File: src/rtl/prioArbPkg.sv
package prioArbPkg;
  localparam int PRIO_W = 8;
  localparam int ID_W   = 10;
  localparam logic [ID_W-1:0] NO_ID = 10'd1023;

  typedef struct packed {
    logic [PRIO_W:0]   prio;
    logic [ID_W-1:0]   id;
    logic              grp;
  } cand_t;

  typedef struct packed {
    logic publish;
    logic lineIrq;
    logic lineFiq;
  } gateStrobe_t;
endpackage

File: src/rtl/prioArbDatapath.sv
module prioArbDatapath
  import prioArbPkg::*;
#(
  parameter int NUM_SRC  = 64,
  parameter int NUM_CPU  = 2,
  parameter int NUM_PRIV = 32
) (
  input  logic                                clk,
  input  logic                                rstN,
  input  logic [NUM_CPU*NUM_SRC-1:0]          srcEnable,
  input  logic [NUM_CPU*NUM_SRC-1:0]          srcPending,
  input  logic [NUM_CPU*NUM_SRC-1:0]          srcActive,
  input  logic [NUM_CPU*NUM_SRC-1:0]          srcGroup,
  input  logic [(NUM_SRC-NUM_PRIV)*NUM_CPU-1:0] sharedTarget,
  input  logic [(NUM_SRC-NUM_PRIV)*PRIO_W-1:0]  sharedPrio,
  input  logic [NUM_CPU*NUM_PRIV*PRIO_W-1:0]  privPrio,
  input  gateStrobe_t [NUM_CPU-1:0]           strobe,
  output logic [NUM_CPU*(PRIO_W+1)-1:0]       bestPrio,
  output logic [NUM_CPU-1:0]                  bestGrp,
  output logic [NUM_CPU*ID_W-1:0]             curPendId,
  output logic [NUM_CPU-1:0]                  irqOut,
  output logic [NUM_CPU-1:0]                  fiqOut
);
  localparam int LEAVES = 1 << $clog2(NUM_SRC);
  localparam cand_t EMPTY = '{prio: {1'b1, {PRIO_W{1'b0}}}, id: NO_ID, grp: 1'b0};

  for (genvar c = 0; c < NUM_CPU; c++) begin : g_cpu
    cand_t leaf [LEAVES];
    cand_t node [2*LEAVES];

    for (genvar i = 0; i < LEAVES; i++) begin : g_leaf
      if (i < NUM_SRC) begin : g_real
        localparam int B = c*NUM_SRC + i;
        logic [PRIO_W-1:0] srcPrio;
        logic              routed;
        if (i < NUM_PRIV) begin : g_priv
          assign srcPrio = privPrio[(c*NUM_PRIV+i)*PRIO_W +: PRIO_W];
          assign routed  = 1'b1;
        end else begin : g_shared
          assign srcPrio = sharedPrio[(i-NUM_PRIV)*PRIO_W +: PRIO_W];
          assign routed  = sharedTarget[(i-NUM_PRIV)*NUM_CPU + c];
        end
        always_comb begin
          if (srcEnable[B] && srcPending[B] && !srcActive[B] && routed)
            leaf[i] = '{prio: {1'b0, srcPrio}, id: ID_W'(i), grp: srcGroup[B]};
          else
            leaf[i] = EMPTY;
        end
      end else begin : g_pad
        assign leaf[i] = EMPTY;
      end
    end

    // Heap-ordered reduction: the left child always holds lower IDs,
    // so the right child only wins on a strictly smaller priority.
    always_comb begin
      for (int k = 0; k < LEAVES; k++) node[LEAVES+k] = leaf[k];
      for (int k = LEAVES-1; k >= 1; k--)
        node[k] = (node[2*k+1].prio < node[2*k].prio) ? node[2*k+1] : node[2*k];
      node[0] = node[1];
    end

    assign bestPrio[c*(PRIO_W+1) +: PRIO_W+1] = node[0].prio;
    assign bestGrp[c] = node[0].grp;

    always_ff @(posedge clk) begin
      if (!rstN) begin
        curPendId[c*ID_W +: ID_W] <= NO_ID;
        irqOut[c] <= 1'b0;
        fiqOut[c] <= 1'b0;
      end else begin
        curPendId[c*ID_W +: ID_W] <= strobe[c].publish ? node[0].id : NO_ID;
        irqOut[c] <= strobe[c].lineIrq;
        fiqOut[c] <= strobe[c].lineFiq;
      end
    end
  end
endmodule

File: src/rtl/prioArbControl.sv
module prioArbControl
  import prioArbPkg::*;
#(
  parameter int NUM_CPU = 2
) (
  input  logic [NUM_CPU*(PRIO_W+1)-1:0] bestPrio,
  input  logic [NUM_CPU-1:0]            bestGrp,
  input  logic [NUM_CPU*PRIO_W-1:0]     cpuPrioMask,
  input  logic [NUM_CPU*(PRIO_W+1)-1:0] cpuRunPrio,
  input  logic [1:0]                    distGrpEn,
  input  logic [NUM_CPU*2-1:0]          cpuGrpEn,
  input  logic [NUM_CPU-1:0]            cpuFiqEn,
  output gateStrobe_t [NUM_CPU-1:0]     strobe
);
  always_comb begin
    for (int c = 0; c < NUM_CPU; c++) begin
      logic [PRIO_W:0] p;
      logic            g;
      logic            below;
      logic            grpOn;
      logic            raise;
      p     = bestPrio[c*(PRIO_W+1) +: PRIO_W+1];
      g     = bestGrp[c];
      below = p < {1'b0, cpuPrioMask[c*PRIO_W +: PRIO_W]};
      grpOn = distGrpEn[g] && cpuGrpEn[c*2 + int'(g)];
      raise = below && (p < cpuRunPrio[c*(PRIO_W+1) +: PRIO_W+1]) && grpOn;
      strobe[c].publish = below;
      strobe[c].lineFiq = raise && !g && cpuFiqEn[c];
      strobe[c].lineIrq = raise && !(!g && cpuFiqEn[c]);
    end
  end
endmodule

File: src/rtl/prioArbiter.sv
module prioArbiter
  import prioArbPkg::*;
#(
  parameter int NUM_SRC  = 64,
  parameter int NUM_CPU  = 2,
  parameter int NUM_PRIV = 32
) (
  input  logic                                  clk,
  input  logic                                  rstN,
  input  logic [NUM_CPU*NUM_SRC-1:0]            srcEnable,
  input  logic [NUM_CPU*NUM_SRC-1:0]            srcPending,
  input  logic [NUM_CPU*NUM_SRC-1:0]            srcActive,
  input  logic [NUM_CPU*NUM_SRC-1:0]            srcGroup,
  input  logic [(NUM_SRC-NUM_PRIV)*NUM_CPU-1:0] sharedTarget,
  input  logic [(NUM_SRC-NUM_PRIV)*8-1:0]       sharedPrio,
  input  logic [NUM_CPU*NUM_PRIV*8-1:0]         privPrio,
  input  logic [NUM_CPU*8-1:0]                  cpuPrioMask,
  input  logic [NUM_CPU*9-1:0]                  cpuRunPrio,
  input  logic [1:0]                            distGrpEn,
  input  logic [NUM_CPU*2-1:0]                  cpuGrpEn,
  input  logic [NUM_CPU-1:0]                    cpuFiqEn,
  output logic [NUM_CPU*10-1:0]                 curPendId,
  output logic [NUM_CPU-1:0]                    irqOut,
  output logic [NUM_CPU-1:0]                    fiqOut
);
  logic [NUM_CPU*(PRIO_W+1)-1:0] bestPrio;
  logic [NUM_CPU-1:0]            bestGrp;
  gateStrobe_t [NUM_CPU-1:0]     strobe;

  prioArbDatapath #(.NUM_SRC(NUM_SRC), .NUM_CPU(NUM_CPU), .NUM_PRIV(NUM_PRIV)) u_dp (
    .clk(clk), .rstN(rstN),
    .srcEnable(srcEnable), .srcPending(srcPending), .srcActive(srcActive),
    .srcGroup(srcGroup), .sharedTarget(sharedTarget), .sharedPrio(sharedPrio),
    .privPrio(privPrio), .strobe(strobe),
    .bestPrio(bestPrio), .bestGrp(bestGrp),
    .curPendId(curPendId), .irqOut(irqOut), .fiqOut(fiqOut)
  );

  prioArbControl #(.NUM_CPU(NUM_CPU)) u_ctl (
    .bestPrio(bestPrio), .bestGrp(bestGrp),
    .cpuPrioMask(cpuPrioMask), .cpuRunPrio(cpuRunPrio),
    .distGrpEn(distGrpEn), .cpuGrpEn(cpuGrpEn), .cpuFiqEn(cpuFiqEn),
    .strobe(strobe)
  );
endmodule

File: config.mk
export PLATFORM = sky130hd
export DESIGN_NAME = prioArbiter
export DESIGN_NICKNAME = d
export VERILOG_FILES = /design/src/rtl/prioArbPkg.sv /design/src/rtl/prioArbDatapath.sv /design/src/rtl/prioArbControl.sv /design/src/rtl/prioArbiter.sv
export SDC_FILE = /design/constraint.sdc
export NUM_CORES = 2
export LEC_CHECK = 0
export ABC_AREA = 0
export ABC_CLOCK_PERIOD_IN_PS = 19900
export BUFFER_PORTS_ARGS = -buffer_cell sky130_fd_sc_hd__buf_2
export CAP_MARGIN = 20
export CORE_AREA = 2 2 546 548
export DETAILED_ROUTE_END_ITERATION = 10
export DIE_AREA = 0 0 548 550
export REMOVE_ABC_BUFFERS = 1
export SLEW_MARGIN = 20
export SYNTH_ARGS = -nofsm -noshare
export SYNTH_HDL_FRONTEND = slang
export SYNTH_SLANG_ARGS = --single-unit
export TNS_END_PERCENT = 10
File: constraint.sdc
create_clock -name clk -period 19.9 [get_ports clk]
set_input_delay 5.97 -clock clk [delete_from_list [all_inputs] [get_ports clk]]
set_output_delay 5.97 -clock clk [all_outputs]
set_load 0.03 [all_outputs]
-- Word-level counts from Yosys, hierarchy flattened
Cells that the tools add are included.
- add/sub/neg operators: 1
- $mul: 0
- divide/modulo/power cells: 0
- $lt $le $gt $ge: 134
- equality and inequality tests: 0
- shift-type cells: 0
- mux-type cells: 263
- bitwise gates (word level): 0
- reductions and logical operators: 468
- operators with widths (operator ; count):
    2-to-1 mux 20 bit ; 254
    < comparator 9 bit ; 128
    logical AND 1 bit ; 334
    logical NOT 1 bit ; 132
    < comparator 32 x 4 -> 1 bit (second input constant) ; 1
    < comparator 9 x 8 -> 1 bit ; 2
    2-to-1 mux 1 bit ; 8
    < comparator 1 x 2 -> 1 bit (second input constant) ; 2
    AND reduction 2 bit ; 2
    adder 2 x 1 -> 3 bit (first input constant) ; 1
    < comparator 1 x 3 -> 1 bit (second input constant) ; 1
    binary-select mux 1 bit (select 2 bit) ; 1
- flip-flop bits (word level): 24
- latch bits: 0
- memory bits (writable): 0
- memory bits (read-only): 0
- output and inout bits: 24
- logic and storage cells: 872
- memories kept: 0

-- Logic depth before layout (Yosys ltp)
- depth in word-level cells: 24
- mapped depth: 100
- gate-level depth less buffers: 92

-- Cells and area by module
Synthesis repeated with hierarchy kept, for this count alone.
- cells, all modules: 7572
- area, all modules: 49210.9 µm²
- by module, submodules not included (module ; instances ; cells an instance ; area an instance (µm²) ; sequential area each (µm²)):
    prioArbDatapath ; 1 ; 7453 ; 48356.4 ; 360.3
    prioArbControl ; 1 ; 119 ; 854.6 ; 0.0

-- Least setup slack after synthesis
OpenSTA, ideal clock, no wires.
- path kind: input-to-reg
- start point: in srcActive[68]
- end point: reg u_dp.fiqOut[1]
- library setup time: 0.096 ns
- data arrival time: 21.319 ns
- data required time: 19.804 ns
- setup slack: -1.515 ns
- stages: 98
- buffers on the path: 10
- cells stage by stage: and3b_1 -> clkbuf_1 -> nand2_1 -> ha_1 -> inv_1 -> a31oi_1 -> o21a_1 -> o21a_1 -> o21a_1 -> o21ai_0 -> a21oi_1 -> a211oi_1 -> clkbuf_1 -> clkbuf_1 -> a21oi_1 -> ha_1 -> a21o_1 -> a21o_1 -> [... 62 more ...] -> nand2_1 -> a21o_1 -> o21ai_0 -> a41o_1 -> buf_2 -> buf_2 -> mux2i_1 -> ha_1 -> a21oi_1 -> nor2b_1 -> o21ai_0 -> nand2b_1 -> a21oi_1 -> nor2b_1 -> o21ai_0 -> nand2b_1 -> a221o_1 -> nor4b_1
- cells in the longest elaborated chain, start to end: 23
- elaborated cells between the ends (all ways): 29
- those cells by class: add/sub (1); order compare (8); mux (12); reduce/logical (8)
- RTL lines (item ; line ; source):
    start, declared ; prioArbiter.sv:12 ; input logic [NUM_CPU*NUM_SRC-1:0] srcActive,
    logical NOT 1 bit * ; prioArbDatapath.sv:44 ; if (srcEnable[B] && srcPending[B] && !srcActive[B] && routed)
    logical AND 1 bit * ; prioArbDatapath.sv:44 ;
    2-to-1 mux 20 bit * ; prioArbDatapath.sv:44 ;
    < comparator 9 bit ; prioArbDatapath.sv:59 ; node[k] = (node[2*k+1].prio < node[2*k].prio) ? node[2*k+1] : node[2*k];
    2-to-1 mux 20 bit * ; prioArbDatapath.sv:59 ;
    < comparator 9 bit ; prioArbDatapath.sv:59 ;
    2-to-1 mux 20 bit * ; prioArbDatapath.sv:59 ;
    < comparator 9 bit ; prioArbDatapath.sv:59 ;
    [... 5 more ...] ; -- ;
    < comparator 9 bit ; prioArbDatapath.sv:59 ;
    2-to-1 mux 20 bit * ; prioArbDatapath.sv:59 ;
    adder 2 x 1 -> 3 bit ; prioArbControl.sv:25 ; grpOn = distGrpEn[g] && cpuGrpEn[c*2 + int'(g)];
    binary-select mux 1 bit (select 2 bit) ; prioArbControl.sv:25 ;
    2-to-1 mux 1 bit (not written as such) (2 in a row) ; prioArbControl.sv:25 ;
    logical AND 1 bit ; prioArbControl.sv:25 ;
    logical AND 1 bit ; prioArbControl.sv:26 ; raise = below && (p < cpuRunPrio[c*(PRIO_W+1) +: PRIO_W+1]) && grpOn;
    logical AND 1 bit * (2 in a row) ; prioArbControl.sv:28 ; strobe[c].lineFiq = raise && !g && cpuFiqEn[c];
    end signal, assigned by index ; prioArbDatapath.sv:74 ; fiqOut[c] <= strobe[c].lineFiq;
    end, declared ; prioArbDatapath.sv:22 ; output logic [NUM_CPU-1:0] fiqOut
Every way passes the cells marked *; elsewhere a longest branch is shown, timed or not. The select of a mux whose other input is x is not followed.
A chain may end at the register's enable or synchronous reset.

-- Worst setup path in the final report
- start point: in srcActive[68]
- end point: reg u_dp.irqOut[1]
- cells in the longest elaborated chain, start to end: 22
- elaborated cells between the ends (all ways): 30
- those cells by class: add/sub (1); order compare (8); mux (12); reduce/logical (9)
- RTL lines (item ; line ; source):
    logical NOT 1 bit * ; prioArbDatapath.sv:44 ;
    logical AND 1 bit * ; prioArbDatapath.sv:44 ;
    2-to-1 mux 20 bit * ; prioArbDatapath.sv:44 ;
    < comparator 9 bit ; prioArbDatapath.sv:59 ;
    2-to-1 mux 20 bit * ; prioArbDatapath.sv:59 ;
    < comparator 9 bit ; prioArbDatapath.sv:59 ;
    2-to-1 mux 20 bit * ; prioArbDatapath.sv:59 ;
    < comparator 9 bit ; prioArbDatapath.sv:59 ;
    [... 5 more ...] ; -- ;
    < comparator 9 bit ; prioArbDatapath.sv:59 ;
    2-to-1 mux 20 bit * ; prioArbDatapath.sv:59 ;
    adder 2 x 1 -> 3 bit ; prioArbControl.sv:25 ;
    binary-select mux 1 bit (select 2 bit) ; prioArbControl.sv:25 ;
    2-to-1 mux 1 bit (not written as such) (2 in a row) ; prioArbControl.sv:25 ;
    logical AND 1 bit ; prioArbControl.sv:25 ;
    logical AND 1 bit ; prioArbControl.sv:26 ;
    logical AND 1 bit * ; prioArbControl.sv:29 ; strobe[c].lineIrq = raise && !(!g && cpuFiqEn[c]);
    end signal, assigned by index ; prioArbDatapath.sv:73 ; irqOut[c] <= strobe[c].lineIrq;
    end, declared ; prioArbDatapath.sv:21 ; output logic [NUM_CPU-1:0] irqOut,
Marks and branches as above.

==> impl_metrics.yaml <==
global_route:
  grt_remaining_overflow: 0
  grtUsageTotal_pct: 20.26
  first_global_vias: 59010
  antenna_found_initial: 261
  grt_max_degree: 22
  grt_pass1_wl_mm: 436.4
critical_path:
  worstSetupPathType: "in -> reg"
  crit_family: "compound AO/OA/AOI/OAI gates"
  crit_arrival_ns: 19.47
  startpoint_type: "input port"
  cpPeakStageDelay_ns: 0.38
  crit_path_end_kind: "flop"
  worst-path-buf-inv: 9
  crit_required_ns: 20.10
  cpMaxStageDelayCell: "and3b_2"
  cp_common_cell: "o21ai_1"
  cp_max_fo: 12
pwr:
  p_sw_w: 0.009009
  ir_worst_vdd_v: 0.0004857
  pwr_density_cell_nw_per_um2: 245.6
  p_sw_share_pct: 52.00
  p_leak_nw: 35.60
  internal_power_w: 0.008315
  total_power_w: 0.01732
  pwr-share-clk_pct: 0.3
  power_frac_seq_pct: 0.3
  combPwrFrac_pct: 99.4
logic_synthesis:
  yosysWarningCount: 0
  avgSynthCellArea_sq_um: 6.538
  syn_area_sq_um: 47790
  synth_cells: 7310
  synth_edf_count: 0
  synthFlopType: "dfxtp_1"
  synth_seq_cells: 18
  synth_seq_area_share_pct: 0.7540
  synthArstFlopShare_pct: 0
  yosysUniqueCellTypes: 117
clock_network:
  clk_pin_slew_ns: 0.07
  numCtsBuffers: 3
  clk_path_buf_depth: 2
  cts_tree: "built"
  ctsHoldBuffers: 0
  htree_levels: 1
  cts.sinks: 18
  cts-root-buf: "clkbuf_16"
finish:
  seqCellArea_sq_um: 360.3
  nets: 12080
  stdcell_count: 13870
  final_area_sq_um: 70520
  multi_input_area_sq_um: 45240
  area_growth_pct: 47.57
  fillers: 33400
  layout-drive-gt1-share_pct: 32.15
min_path:
  worstHoldPathType: "in -> reg"
sta:
  maxSlewHeadroom_pct: 44.64
  worst_pin_slew_ns: 0.8073
  fin_ws_ns: 0.6268
  hold_viol: 0
  slew_violations: 0
  setup_viol: 0
  fin_crit_ns: 19.27
  timing.fmax_mhz: 51.89
  hold_slack_ns: 5.967
  period_share_pct: 96.85
drt:
  wire_per_inst_um: 23.48
  vias_per_cell: 4.653
  detail-route-antenna-nets: 0
  routed_wirelength_mm: 325.6
  drtPass1Iterations: 6
  drt-initial-drc-count: 6137
  num_vias: 64510
  drc_errors: 0
placement:
  dp_hpwl_mm: 299.9
  place_inst: 13550
  preCtsSetupSlack_ns: -0.6969
  gp_congestion: 1.038
  port_buffers: 1411
  post_dp_cell_area_sq_um: 67880
floorplan:
  die_w_um: 548
  start_util_pct: 16.17
  fp-row-count: 200
  core_sq_um: 295500
  die-area_sq_um: 301400
  ios: 1412
  die_y_um: 550
run_status:
  status: "finished, final reports clean"
run:
  maxCapViolations: 0
==> per-layer routing <==
metal / vias up / wire, um / part of all wire [%] / GRT usage (%)
met5: - / 734 / 0.23 / 0.09381
met2: 2730 / 145900 / 45 / 33.02
met4: 112 / 16880 / 5.2 / 9.443
met1: 29650 / 131500 / 40 / 24.73
met3: 596 / 30570 / 9.4 / 5.355
li1: 31420 / - / - / -
==> metrics by stage <==
step                      utilization, %  TNS, ns
after floorplan                        -   -23.20
after global placement             22.97   -8.302
after detailed placement           22.97   -9.005
after CTS                          23.04        0
after global routing               23.79  -0.5393
final                              23.86        0
==> cells in the mapped netlist, drive strengths merged (28+ instances only) <==
cell,instances,area [sq um]
o211ai,78,619.3
a211oi,61,490.5
mux2,79,893.4
a311oi,35,306.5
clkbuf,224,840.8
and3,30,187.7
and2,308,1927
inv,628,2357
ha,996,12460
or2,28,175.2
a21boi,33,277.8
nor3,58,290.3
o21ai,621,3123
o21a,132,991.0
nand2b,68,425.4
buf,60,314.1
a21o,282,2117
nand4b,47,432.9
a31oi,122,784.5
and4b,58,584.3
nor2,510,1914
nand4,113,706.9
mux2i,280,2803
nand3,186,930.9
a21oi,505,2550
nor2b,89,556.8
nand2,1248,4684
==> worst paths after layout <==
path,from,endpoint,cells after the start
hold / removal,cpuFiqEn[0],u_dp.fiqOut[0],3
setup / recovery,srcActive[68],u_dp.irqOut[1],90
==> sequential cells by signal, indices dropped and copies added, names as in the netlist <==
signal and cells:
u_dp.curPendId 14, u_dp.fiqOut 2, u_dp.irqOut 2
==> power groups by stage <==
stage / sequential, W / combinational, W / clock [W]
after global routing: 0.0000543 / 0.0187 / 0.0000550
final: 0.0000546 / 0.0172 / 0.0000523
after CTS: 0.0000544 / 0.0161 / 0.0000557
after floorplan: 0.0000623 / 0.00695 / 0
after detailed placement: 0.0000552 / 0.0159 / 0
after global placement: 0.0000553 / 0.0158 / 0
==> cell type report <==
class / count / share of cell area [%]
Multi-Input combinational cell: 6376 / 64.15
Timing Repair Buffer: 2667 / 24.03
Tap cell: 3939 / 6.988
Inverter: 634 / 3.380
Antenna cell: 228 / 0.8090
Sequential cell: 18 / 0.5110
Clock buffer: 4 / 0.1260
==> kinds of logic (layout without fill, tap and decap cells) <==
group / after synthesis / in the layout / share of synthesized area, %
AND/OR/NAND/NOR: 2840 / 2841 / 28.40
AO/OA/AOI/OAI: 2172 / 2173 / 29.50
adder cells (fa/ha/maj): 1001 / 1001 / 26.18
buffers and inverters: 918 / 3305 / 7.396
multiplexers: 359 / 359 / 7.734
flip-flops: 18 / 18 / 0.7540
XOR/XNOR: 2 / 2 / 0.03666
other: 0 / 228 / 0
==> placed cells by master, fill, tap and decap left out, types with 70 or more instances in the layout <==
cell / n
and2_1: 304
o21ai_1: 81
mux2_2: 70
nor2b_1: 88
mux2i_1: 239
inv_1: 617
o211ai_1: 73
diode_2: 228
o21ai_0: 517
nor2_1: 492
nand3_1: 185
nand2_1: 1241
o21a_1: 126
a21o_1: 280
ha_1: 985
buf_2: 1410
buf_4: 1199
nand4_1: 113
a31oi_1: 114
a21oi_1: 432
==> tightest hold or removal path, cell delays in order <==
cell,delay (ns)
buf_2,0.11
o2111ai_1,0.07
nor3_1,0.05
==> what timing repair did <==
action,in CTS,in global routing
endpoints found under the hold margin,0,0
cloned,0,3
gates resized for setup,28,392
pin swaps,3,100
setup endpoints to repair,18,18
setup buffers,3,75
Power figures use the tool's default switching activity.
